$ cat src/rtl/pwm8_pkg.sv
package pwm8_pkg;

    typedef enum logic [1:0] {
        WG_COUNT = 2'd0,
        WG_FAST  = 2'd1,
        WG_PHASE = 2'd2
    } wg_kind_t;

    typedef enum logic {
        DIR_UP   = 1'b0,
        DIR_DOWN = 1'b1
    } dir_state_t;

    typedef struct packed {
        wg_kind_t kind;
        logic     top_from_a;
        logic     ovf_at_top;
        logic     upd_immediate;
    } mode_cfg_t;

    function automatic mode_cfg_t decode_mode(input logic [2:0] m);
        mode_cfg_t c;
        unique case (m)
            3'b000:  c = '{WG_COUNT, 1'b0, 1'b0, 1'b1};
            3'b001:  c = '{WG_PHASE, 1'b0, 1'b0, 1'b0};
            3'b010:  c = '{WG_COUNT, 1'b1, 1'b0, 1'b1};
            3'b011:  c = '{WG_FAST,  1'b0, 1'b0, 1'b0};
            3'b100:  c = '{WG_COUNT, 1'b0, 1'b0, 1'b1};
            3'b101:  c = '{WG_PHASE, 1'b1, 1'b0, 1'b0};
            3'b110:  c = '{WG_COUNT, 1'b0, 1'b0, 1'b1};
            3'b111:  c = '{WG_FAST,  1'b1, 1'b1, 1'b0};
            default: c = '{WG_COUNT, 1'b0, 1'b0, 1'b1};
        endcase
        return c;
    endfunction

endpackage

$ cat src/rtl/pwm8_regs.sv
module pwm8_regs #(
    parameter int W = 8
) (
    input  logic         clk,
    input  logic         rst_n,
    input  logic         wr_en,
    input  logic [1:0]   wr_addr,
    input  logic [W-1:0] wr_data,
    input  logic [1:0]   rd_addr,
    input  logic [W-1:0] buf_a,
    input  logic [W-1:0] buf_b,
    output logic [W-1:0] rd_data,
    output logic [2:0]   mode_o,
    output logic [1:0]   com_a_o,
    output logic [1:0]   com_b_o,
    output logic         wr_cmp_a,
    output logic         wr_cmp_b
);
    localparam logic [1:0] ADDR_CTL0 = 2'd0;
    localparam logic [1:0] ADDR_CTL1 = 2'd1;
    localparam logic [1:0] ADDR_CMPA = 2'd2;
    localparam logic [1:0] ADDR_CMPB = 2'd3;

    logic [2:0] mode_q;
    logic [1:0] com_a_q, com_b_q;

    always_ff @(posedge clk) begin
        if (!rst_n) begin
            mode_q  <= '0;
            com_a_q <= '0;
            com_b_q <= '0;
        end else if (wr_en) begin
            if (wr_addr == ADDR_CTL0) begin
                com_a_q     <= wr_data[7:6];
                com_b_q     <= wr_data[5:4];
                mode_q[1:0] <= wr_data[1:0];
            end
            if (wr_addr == ADDR_CTL1) begin
                mode_q[2] <= wr_data[0];
            end
        end
    end

    always_comb begin
        rd_data = '0;
        unique case (rd_addr)
            ADDR_CTL0: begin
                rd_data[7:6] = com_a_q;
                rd_data[5:4] = com_b_q;
                rd_data[1:0] = mode_q[1:0];
            end
            ADDR_CTL1: rd_data[0] = mode_q[2];
            ADDR_CMPA: rd_data = buf_a;
            ADDR_CMPB: rd_data = buf_b;
            default:   rd_data = '0;
        endcase
    end

    assign mode_o   = mode_q;
    assign com_a_o  = com_a_q;
    assign com_b_o  = com_b_q;
    assign wr_cmp_a = wr_en && (wr_addr == ADDR_CMPA);
    assign wr_cmp_b = wr_en && (wr_addr == ADDR_CMPB);

endmodule

$ cat src/rtl/pwm8_core.sv
module pwm8_core
    import pwm8_pkg::*;
#(
    parameter int W = 8
) (
    input  logic         clk,
    input  logic         rst_n,
    input  mode_cfg_t    cfg,
    input  logic [W-1:0] top_src,
    output logic [W-1:0] cnt_o,
    output logic [W-1:0] top_o,
    output logic         at_top_o,
    output logic         up_o,
    output logic         upd_now_o,
    output logic         ovf_o
);
    localparam logic [W-1:0] MAXV = '1;
    localparam logic [W-1:0] ONE  = W'(1);

    dir_state_t   state_q, state_d;
    logic [W-1:0] cnt_q, cnt_d, top;
    logic         at_top, ovf_evt, is_phase;

    always_comb begin
        top      = cfg.top_from_a ? top_src : MAXV;
        at_top   = (cnt_q == top);
        is_phase = (cfg.kind == WG_PHASE);
    end

    // next-state and next-count logic
    always_comb begin
        state_d = state_q;
        cnt_d   = cnt_q + ONE;
        unique case (state_q)
            DIR_UP: begin
                if (at_top) begin
                    if (is_phase && top > ONE) begin
                        state_d = DIR_DOWN;
                        cnt_d   = top - ONE;
                    end else begin
                        cnt_d = '0;
                    end
                end
            end
            DIR_DOWN: begin
                if (!is_phase) begin
                    state_d = DIR_UP;
                end else begin
                    cnt_d = cnt_q - ONE;
                    if (cnt_q <= ONE) begin
                        state_d = DIR_UP;
                        if (cnt_q == '0) cnt_d = '0;
                    end
                end
            end
            default: state_d = DIR_UP;
        endcase
    end

    // state register
    always_ff @(posedge clk) begin
        if (!rst_n) begin
            state_q <= DIR_UP;
            cnt_q   <= '0;
        end else begin
            state_q <= state_d;
            cnt_q   <= cnt_d;
        end
    end

    always_comb begin
        if (is_phase)
            ovf_evt = (state_q == DIR_UP) && (cnt_q == '0);
        else if (cfg.ovf_at_top)
            ovf_evt = at_top;
        else
            ovf_evt = (cnt_q == MAXV);

        if (cfg.upd_immediate)
            upd_now_o = 1'b1;
        else if (is_phase)
            upd_now_o = (state_q == DIR_UP) && at_top;
        else
            upd_now_o = at_top;
    end

    // output register
    always_ff @(posedge clk) begin
        if (!rst_n) ovf_o <= 1'b0;
        else        ovf_o <= ovf_evt;
    end

    assign cnt_o    = cnt_q;
    assign top_o    = top;
    assign at_top_o = at_top;
    assign up_o     = (state_q == DIR_UP);

    // dual-slope counting moves by exactly one per clock
    a_r5_phase_step: assert property (@(posedge clk) disable iff (!rst_n)
        (is_phase && top > ONE) |=>
        (cnt_q == W'($past(cnt_q) + ONE) || cnt_q == W'($past(cnt_q) - ONE)));

    // fast PWM returns to zero right after TOP
    a_r4_fast_wrap: assert property (@(posedge clk) disable iff (!rst_n)
        (cfg.kind == WG_FAST && at_top) |=> (cnt_q == '0));

    // in single-slope modes the overflow pulse coincides with count zero
    a_r6_ovf_at_zero: assert property (@(posedge clk) disable iff (!rst_n)
        (ovf_o && !is_phase && $past(cfg.kind) != WG_PHASE) |-> (cnt_q == '0));

endmodule

$ cat src/rtl/pwm8_channel.sv
module pwm8_channel
    import pwm8_pkg::*;
#(
    parameter int W = 8
) (
    input  logic         clk,
    input  logic         rst_n,
    input  logic         wr_cmp,
    input  logic [W-1:0] wr_val,
    input  logic [1:0]   out_mode,
    input  wg_kind_t     kind,
    input  logic [W-1:0] cnt,
    input  logic [W-1:0] top,
    input  logic         at_top,
    input  logic         count_up,
    input  logic         upd_now,
    output logic [W-1:0] buf_o,
    output logic [W-1:0] act_o,
    output logic         hit_o,
    output logic         wave_o
);
    logic [W-1:0] buf_q, act_q;
    logic         match, cmp_is_top, wave_d;

    always_ff @(posedge clk) begin
        if (!rst_n) begin
            buf_q <= '0;
            act_q <= '0;
        end else begin
            if (wr_cmp)  buf_q <= wr_val;
            if (upd_now) act_q <= wr_cmp ? wr_val : buf_q;
        end
    end

    always_comb begin
        match      = (cnt == act_q);
        cmp_is_top = (act_q == top);
        wave_d     = wave_o;
        unique case (kind)
            WG_COUNT: begin
                if (out_mode == 2'b00)
                    wave_d = 1'b0;
                else if (match)
                    wave_d = (out_mode == 2'b01) ? ~wave_o : out_mode[0];
            end
            WG_FAST: begin
                if (!out_mode[1]) begin
                    wave_d = 1'b0;
                end else begin
                    if (match && !cmp_is_top) wave_d = out_mode[0];
                    if (at_top)               wave_d = ~out_mode[0];
                end
            end
            WG_PHASE: begin
                if (!out_mode[1])
                    wave_d = 1'b0;
                else if (cmp_is_top) begin
                    if (at_top && count_up) wave_d = ~out_mode[0];
                end else if (match)
                    wave_d = count_up ? out_mode[0] : ~out_mode[0];
            end
            default: wave_d = 1'b0;
        endcase
    end

    always_ff @(posedge clk) begin
        if (!rst_n) begin
            wave_o <= 1'b0;
            hit_o  <= 1'b0;
        end else begin
            wave_o <= wave_d;
            hit_o  <= match;
        end
    end

    assign buf_o = buf_q;
    assign act_o = act_q;

    // buffered modes keep the active value between update points
    a_r4_buffer_hold: assert property (@(posedge clk) disable iff (!rst_n)
        (kind != WG_COUNT && !upd_now) |=> $stable(act_q));

    // compare equal to TOP leaves the pin untouched away from the wrap
    a_r10_top_match_ignored: assert property (@(posedge clk) disable iff (!rst_n)
        (kind == WG_FAST && out_mode[1] && cmp_is_top && !at_top) |=> $stable(wave_o));

endmodule

$ cat src/rtl/pwm8_timer.sv
module pwm8_timer
    import pwm8_pkg::*;
#(
    parameter int W = 8
) (
    input  logic         clk,
    input  logic         rst_n,
    input  logic         wr_en,
    input  logic [1:0]   wr_addr,
    input  logic [W-1:0] wr_data,
    input  logic [1:0]   rd_addr,
    output logic [W-1:0] rd_data,
    output logic [W-1:0] count,
    output logic         ovf_pulse,
    output logic         hit_a,
    output logic         hit_b,
    output logic         wave_a,
    output logic         wave_b
);
    localparam int NCH = 2;

    logic [2:0]   mode;
    mode_cfg_t    cfg;
    logic [1:0]   com   [NCH];
    logic         wr_cmp[NCH];
    logic [W-1:0] bufv  [NCH];
    logic [W-1:0] actv  [NCH];
    logic         hit   [NCH];
    logic         wave  [NCH];
    logic [W-1:0] cnt, top;
    logic         at_top, up, upd_now;

    assign cfg = decode_mode(mode);

    pwm8_regs #(.W(W)) u_regs (
        .clk(clk), .rst_n(rst_n),
        .wr_en(wr_en), .wr_addr(wr_addr), .wr_data(wr_data),
        .rd_addr(rd_addr), .buf_a(bufv[0]), .buf_b(bufv[1]),
        .rd_data(rd_data), .mode_o(mode),
        .com_a_o(com[0]), .com_b_o(com[1]),
        .wr_cmp_a(wr_cmp[0]), .wr_cmp_b(wr_cmp[1])
    );

    pwm8_core #(.W(W)) u_core (
        .clk(clk), .rst_n(rst_n), .cfg(cfg), .top_src(actv[0]),
        .cnt_o(cnt), .top_o(top), .at_top_o(at_top), .up_o(up),
        .upd_now_o(upd_now), .ovf_o(ovf_pulse)
    );

    for (genvar ch = 0; ch < NCH; ch++) begin : g_chan
        pwm8_channel #(.W(W)) u_chan (
            .clk(clk), .rst_n(rst_n),
            .wr_cmp(wr_cmp[ch]), .wr_val(wr_data), .out_mode(com[ch]),
            .kind(cfg.kind), .cnt(cnt), .top(top), .at_top(at_top),
            .count_up(up), .upd_now(upd_now),
            .buf_o(bufv[ch]), .act_o(actv[ch]),
            .hit_o(hit[ch]), .wave_o(wave[ch])
        );
    end

    assign count  = cnt;
    assign hit_a  = hit[0];
    assign hit_b  = hit[1];
    assign wave_a = wave[0];
    assign wave_b = wave[1];

    // a match pulse never lasts two cycles while the count keeps moving
    a_r7_hit_single: assert property (@(posedge clk) disable iff (!rst_n)
        (hit_a && cnt != $past(cnt)) |=> !hit_a || (cnt == actv[0]) || $past(cnt == actv[0]));

endmodule

$ cat config.mk
export PLATFORM = sky130hd
export DESIGN_NAME = pwm8_timer
export DESIGN_NICKNAME = d
export VERILOG_FILES = /design/src/rtl/pwm8_pkg.sv /design/src/rtl/pwm8_regs.sv /design/src/rtl/pwm8_core.sv /design/src/rtl/pwm8_channel.sv /design/src/rtl/pwm8_timer.sv
export SDC_FILE = /design/constraint.sdc
export NUM_CORES = 1
export LEC_CHECK = 0
export BUFFER_PORTS_ARGS = -buffer_cell sky130_fd_sc_hd__buf_2
export CELL_PAD_IN_SITES_DETAIL_PLACEMENT = 1
export CELL_PAD_IN_SITES_GLOBAL_PLACEMENT = 1
export CORE_ASPECT_RATIO = 0.5
export CORE_MARGIN = 2
export CORE_UTILIZATION = 40
export DETAILED_ROUTE_END_ITERATION = 16
export PLACE_DENSITY_LB_ADDON = 0.1
export SLEW_MARGIN = 15
export SYNTH_ARGS = -nofsm -noshare
export SYNTH_HDL_FRONTEND = slang
export SYNTH_SLANG_ARGS = --single-unit
export TNS_END_PERCENT = 50
$ cat constraint.sdc
create_clock -name clk -period 2.55 [get_ports clk]
set_input_delay 0.255 -clock clk [delete_from_list [all_inputs] [get_ports clk]]
set_output_delay 0.255 -clock clk [all_outputs]
set_load 0.01 [all_outputs]
# After elaboration in Yosys (flattened, before gate mapping)
# Memory sizes are Yosys's and may differ from the RTL's.
# Index checks and enable logic that the tools add are counted.
[totals]
register_bits = 53
romBits = 40
input_bits = 15
out_inout_bits = 21
wordCells = 115
n_memories = 1
[memory_table]
columns = ["name", "depth", "word_bits", "read_ports", "rd_clocked_by_memory_dff", "wr", "line_no", "rtl"]
rows = [
  ["(name not given)", 8, 5, 1, 0, 0, "pwm8_pkg.sv:23", "unique case (m)"],
]
[op_classes]
n_addsub = 3
order_cmp = 2
eq_ne = 24
n_mux = 46
bitwise_logic = 5
reduce_logical = 19
[ops]
columns = ["cell", "n"]
rows = [
  ["2-to-1 mux 8 bit", 8],
  ["equality test 8 bit", 5],
  ["2-to-1 mux 1 bit", 30],
  ["!= test 4 x 2 -> 1 bit (second input constant)", 4],
  ["one-hot mux 8 bit (2 select lines)", 1],
  ["subtractor 8 x 1 -> 8 bit (second input constant)", 2],
  ["one-hot mux 4 bit (3 select lines)", 1],
  ["equality test 2 x 1 -> 1 bit (second input constant)", 5],
  ["equality test 2 bit (second input constant)", 5],
  ["zero test 2 bit", 5],
  ["one-hot mux 1 bit (3 select lines)", 3],
  ["adder 8 x 1 -> 8 bit (second input constant)", 1],
  ["equality test 8 bit (second input constant)", 1],
  ["> comparator 8 x 1 -> 1 bit (second input constant)", 1],
  ["less-or-equal comparator 8 x 1 -> 1 bit (second input constant)", 1],
  ["zero test 8 bit", 1],
  ["!= test 4 bit (second input constant)", 2],
  ["AND reduction 4 bit", 2],
  ["logical AND 1 bit", 7],
  ["!= test 3 x 1 -> 1 bit (second input constant)", 2],
  ["inverter 1 bit", 5],
  ["one-hot mux 1 bit (4 select lines)", 1],
  ["one-hot mux 2 bit (2 select lines)", 1],
  ["AND reduction 2 bit", 2],
  ["2 further kinds", 3],
]

# Depth between registers and ports, before layout
# An unclocked memory read counts as a cell.
[depth]
ltp_word = 9
ltp_mapped = 13
depth_no_buf = 11

# Modules after synthesis
# A second synthesis with hierarchy kept.
[unflattened]
hier_cells = 446
hier_area_um2 = 3823.7
[modules_own_cells]
columns = ["module", "n_inst", "cells_per_inst", "area_per_inst_um2", "seq_area_each_um2"]
rows = [
  ["pwm8_channel", 2, 105, 982.2, 360.3],
  ["pwm8_core", 1, 178, 1345.0, 200.2],
  ["pwm8_regs", 1, 51, 479.2, 140.1],
  ["pwm8_timer", 1, 7, 35.0, 0.0],
]

# Worst setup path after synthesis
# No wires, ideal clock.
[synth_timing]
path_type = "register -> register"
start = "register u_regs.mode_q[0] (netlist: u_regs.mode_o[0])"
end = "register g_chan[1].u_chan.wave_o"
setup_ns = 0.116
t_arrival_ns = 2.631
required_ns = 2.434
slack_ns = -0.197
stages_incl_launch_ff = 12
n_path_buf = 3
synth_period_minus_slack_ns = 2.747
cell_sequence = "dfxtp_1 buf_6 or3b_1 buf_6 a2111oi_4 a311oi_1 or4_4 buf_6 nor2_4 a21oi_1 or4_1 o211a_1"
[synth_between]
elab_chain_cells = 7
word_cells_on_any_way = 20
cone_classes = "eq/ne: 8; mux: 6; reduce/logical: 5; memory: 1"
[synth_lines]
columns = ["element", "line_no", "rtl"]
rows = [
  ["from (decl)", "pwm8_regs.sv:24", "logic [2:0] mode_q;"],
  ["from (signal assigned)", "pwm8_regs.sv:36", "mode_q[1:0] <= wr_data[1:0];"],
  ["memory (8 x 5 bit) *", "n/a", ""],
  ["2-to-1 mux 8 bit", "pwm8_core.sv:25", "top = cfg.top_from_a ? top_src : MAXV;"],
  ["equality test 8 bit", "pwm8_channel.sv:37", "cmp_is_top = (act_q == top);"],
  ["zero test 1 bit", "pwm8_channel.sv:50", "if (match && !cmp_is_top) wave_d = out_mode[0];"],
  ["logical AND 1 bit", "pwm8_channel.sv:50", ""],
  ["!= test 4 x 2 -> 1 bit (no line)", "n/a", ""],
  ["AND reduction 4 bit (no line)", "n/a", ""],
  ["to (signal assigned)", "pwm8_channel.sv:71", "wave_o <= wave_d;"],
  ["to (decl)", "pwm8_channel.sv:20", "output logic wave_o"],
]
# Mark *: on every way between the ends. The rest lies on a longest branch, timed or not.
# A chain may end at the register's enable or synchronous reset.

# Worst setup path after layout
[layout_timing]
start = "register u_regs.mode_q[2] (netlist: u_regs.mode_o[2])"
end = "register g_chan[1].u_chan.wave_o"
# The elaborated chain is that of the path after synthesis.

==> results list <==
- Final cell count without fillers: 619
* Max Buffers Root-to-Sink: 2
- The repair_antennas step left the layout with diodes totalling 0.
- The detail route stage leaves a number of antenna-violating nets equal to 0.
- After routing the design area is roughly 0.0044 mm^2.
* Reg2Reg Setup Slack: -240 ps
- Clock power frac: 0.358
* Max Freq: approximately 360 MHz
* Number of cells after detailed placement: around 600
- The die covers between 0.009 and 0.01 mm^2.
- Across the run, the number of max-cap violations was 0.
* Combined area of all synthesized cells: ~0.0036 mm^2
- Clock root buffer: sky130_fd_sc_hd__clkbuf_16
- Clock transition time at the flip-flop clock pins of the worst setup and hold paths: roughly 80 ps
- Clock tree synthesis inserted a total of 5 buffers.
- The worst register-to-register path has a depth of 9.
* Die span in x: 137 um
- Averaged over all synthesized cells, the footprint is a little over 8 um^2.
* Layout cells sized above 1: 0.259
- Of the post-synthesis cell area, the dominant cell type holds 0.298.
* Placed Instance Area: slightly above 0.004 mm^2
* Final Total Pwr: 2050 uW
- Final GP Congestion: 0.898
- Pin placement for this block handled 36 I/O pins.
- Pwr per Cell Area: around 460 mW/mm^2
- Clock Sink Count: 53
* Net count after synthesis: between 400 and 500
- The floorplan step defined a core boundary enclosing just under 0.009 mm^2.
- The first detailed-routing pass ran for 4 iterations.
- The run finished, with violations left.
- Data required time at the worst endpoint: 2740 ps
- Once routing completed, OpenROAD measured the worst setup slack at -243 ps.
- Synth area leader: sky130_fd_sc_hd__dfxtp_1
* Net switching component of the power: 612 uW
* Register area share after synthesis: 0.298
* Final number of setup-violating endpoints: 19
- Element type at the critical path end: register
- The die is between 70 and 80 um tall.
- The worst hold path terminates at u_regs.com_a_o[1]$_SDFFE_PN0P_.
* Hold Violations, Final: 0
* Number of inserted filler cells in the final layout: about 1100
- In the synthesized netlist the dominant register cell turns out to be sky130_fd_sc_hd__dfxtp_1.
- Of all nets on the critical path, the largest fanout is 7.
- The worst hold path passes through 3 cells.
- Clock period minus worst slack: roughly 2800 ps
- Core Rows: 24
- Cells after synthesis: ~440
- Sorting the synthesized cells by how often they occur yields 63 x sky130_fd_sc_hd__nor2_1, 53 x sky130_fd_sc_hd__dfxtp_1, 31 x sky130_fd_sc_hd__nand2_1, 27 x sky130_fd_sc_hd__clkbuf_1, 26 x sky130_fd_sc_hd__mux2i_1.
- Vias per std cell: 5.77
- The total overflow left after global routing is 0.
- Endpoint of the most critical register-to-register path: g_chan[1].u_chan.wave_o$_SDFFE_PN0P_
- Reported leakage power: 0.00199 uW
* Cell with the most instances after synthesis: sky130_fd_sc_hd__nor2_1
* Switching power share of the total: 0.298
- During placement, the flow inserted port buffers numbering 35.
* Failing checks: setup timing
* Worst hold slack after final layout: ~220 ps
* Critical Setup Path Class: register to register
- Layout Skew: between 9 and 10 ps
- In this run, synthesis inferred 0 flip-flops with an integrated enable.
- Seq cells post-synth: 53
* Main area contributors after synthesis: sky130_fd_sc_hd__dfxtp_1 30%, sky130_fd_sc_hd__mux2i_1 7.3%, sky130_fd_sc_hd__nor2_1 6.6%
- TritonCTS built the clock tree.
- Half-perimeter wire length of the detailed placement result: 9490 um
* Initial cell density of the core: 0.411
- Max-slew headroom: 0.566
- Count of different cell masters after synthesis: 58
- Number of vias in the routed layout: approximately 3600
- Share of async-settable or async-resettable flops after synthesis: 0
- Setup repair after global routing could not meet its margin everywhere.
- H-tree lvl count: 2
* Overall global routing resource usage: 0.275
* Routed wirelength normalized by instance count: 20.7 um
- The total count of max-transition violations in the final report came to 0.
* Tightest Pin Transition: ~650 ps
* Data arrival, critical path: approximately 3000 ps
- Starting DRT DRC Count: 206
- Sum of routed wire length over all layers: 12800 um
- Critical path launch point type: register
- Combinational cell fraction of total power: 0.202
* Final #Nets: around 530
- P_int: ~1400 uW
* Launch instance of the worst min-delay path: wr_data[7]
* Sequential fraction of design power: 0.440
- In this run the critical register-to-register path is launched from u_regs.mode_o[2]$_SDFFE_PN0P_.
- Post-route setup TNS: -2760 ps
- # DRC: 0
- In this run the worst hold path is classified as input pin to register.
* Vias in the first global route: ~3700
* Post-route fraction of the period consumed by the critical path: 1.10
- The first global-routing pass estimated between 20000 and 25000 um of wire.
- The worst-case IR drop observed on VDD is around 0.3 mV.
- During synthesis, Yosys emitted a total of 0 warnings.
- For the worst-skew pair, the clock arrives at the later sink with an insertion delay of about 300 ps.
- Area growth, synth to finish: 24.8%
* Maximum number of pins on one net before global-route repair: 40
- Number of antenna violations at the first check in global routing: 0
-- worst max-delay path: stages (launching register included) --
cell	delay, ps
sky130_fd_sc_hd__dfxtp_2	340
sky130_fd_sc_hd__or3b_4	460
sky130_fd_sc_hd__a2111oi_4	310
sky130_fd_sc_hd__a311oi_1	100
sky130_fd_sc_hd__or4_4	530
sky130_fd_sc_hd__buf_4	180
sky130_fd_sc_hd__nor2_4	80
sky130_fd_sc_hd__a21oi_1	60
sky130_fd_sc_hd__or4_1	480
sky130_fd_sc_hd__o211a_1	140
-- registers in the layout (all words and copies together) (netlist names), 2 cells and up --
| register | flops |
|---|---|
| u_core.cnt_o | 8 |
| u_regs.com_b_o | 2 |
| g_chan.u_chan.wave_o | 2 |
| g_chan.u_chan.hit_o | 2 |
| g_chan.u_chan.buf_o | 16 |
| u_regs.com_a_o | 2 |
| u_regs.mode_o | 3 |
| g_chan.u_chan.act_o | 16 |
-- timing repair --
item | in CTS | in global routing
buffers inserted | 1 | 1
setup endpoints to repair | 24 | 28
pin swaps | 8 | 4
gates cloned | 2 | 0
gates resized for setup | 6 | 17
hold buffers | 0 | 0
-- layout make-up --
class	instances	area, um^2	share of cell area
Clock inverter	2	17.5	0.00394
Multi-Input combinational cell	336	2360	0.531
Clock buffer	6	139	0.0312
Timing Repair Buffer	91	666	0.150
Inverter	14	52.6	0.0118
Tap cell	117	146	0.0329
Sequential cell	53	1060	0.240
-- routing by layer --
metal,up-vias,global-route usage,share of wire
met3,16,0.0487,0.052
met2,109,0.453,0.46
met1,1755,0.380,0.48
met4,0,0.0573,0.013
li1,1691,-,-
met5,-,0,0
-- stage by stage --
stage / setup WS [ps] / util
after detailed placement: -303 / 0.479
after floorplan: -139 / -
after global placement: -208 / 0.479
final: -243 / 0.512
after CTS: -216 / 0.506
after global routing: -353 / 0.512
-- cell usage in the layout (no fill, tap or decap), drive strengths merged, types with 2 or more instances in the layout --
cell and count:
a21oi 20, and2 4, ha 10, nand4 4
o31ai 6, buf 90, nor3b 2, nor4b 2
or4 6, a41oi 2, nor2b 6, o221ai 3
or4bb 4, mux2 5, o22ai 3, nor3 11
nand2b 6, inv 15, a32o 4, nand2 31
or2 2, dfxtp 53, nor2 64, xnor2 19
or3 2, o211ai 4, nand3b 4, o211a 2
a22o 6, a31oi 5, nand3 6, xor2 14
mux2i 26, o21ai 18, clkbuf 7, a211oi 20
-- power by group through the flow --
stage          clock [uW]  sequential [uW]  combinational (uW)
6_report              736              904                 414
5_1_grt               789              909                 449
4_1_cts               743              902                 405
3_5_place_dp            0              921                 389
3_3_place_gp            0              918                 375
2_1_floorplan           0              907                 243
-- worst max path at each step --
stage	start	end	slack, ps
finish	u_regs.mode_o[2]$_SDFFE_PN0P_	g_chan[1].u_chan.wave_o$_SDFFE_PN0P_	-240
global route	u_regs.mode_o[2]$_SDFFE_PN0P_	g_chan[1].u_chan.wave_o$_SDFFE_PN0P_	-350
CTS	u_regs.mode_o[2]$_SDFFE_PN0P_	g_chan[1].u_chan.wave_o$_SDFFE_PN0P_	-220
detailed placement	u_regs.mode_o[2]$_SDFFE_PN0P_	g_chan[1].u_chan.wave_o$_SDFFE_PN0P_	-300
global placement	u_regs.mode_o[2]$_SDFFE_PN0P_	g_chan[1].u_chan.wave_o$_SDFFE_PN0P_	-210
floorplan	u_regs.mode_o[0]$_SDFFE_PN0P_	g_chan[1].u_chan.wave_o$_SDFFE_PN0P_	-140
-- cells by family (layout without fill, tap and decap cells) --
family | after synthesis | count (layout) | synth area share
and+or+nand+nor | 159 | 159 | 0.223
AOI/OAI and AO/OA | 102 | 102 | 0.207
DFF | 53 | 53 | 0.298
buffers and inverters | 50 | 113 | 0.0604
xor gates and xnor gates | 33 | 33 | 0.0811
muxes | 32 | 32 | 0.0952
adders and majority gates | 10 | 10 | 0.0351
No activity file was read; power rests on OpenSTA's default activity.
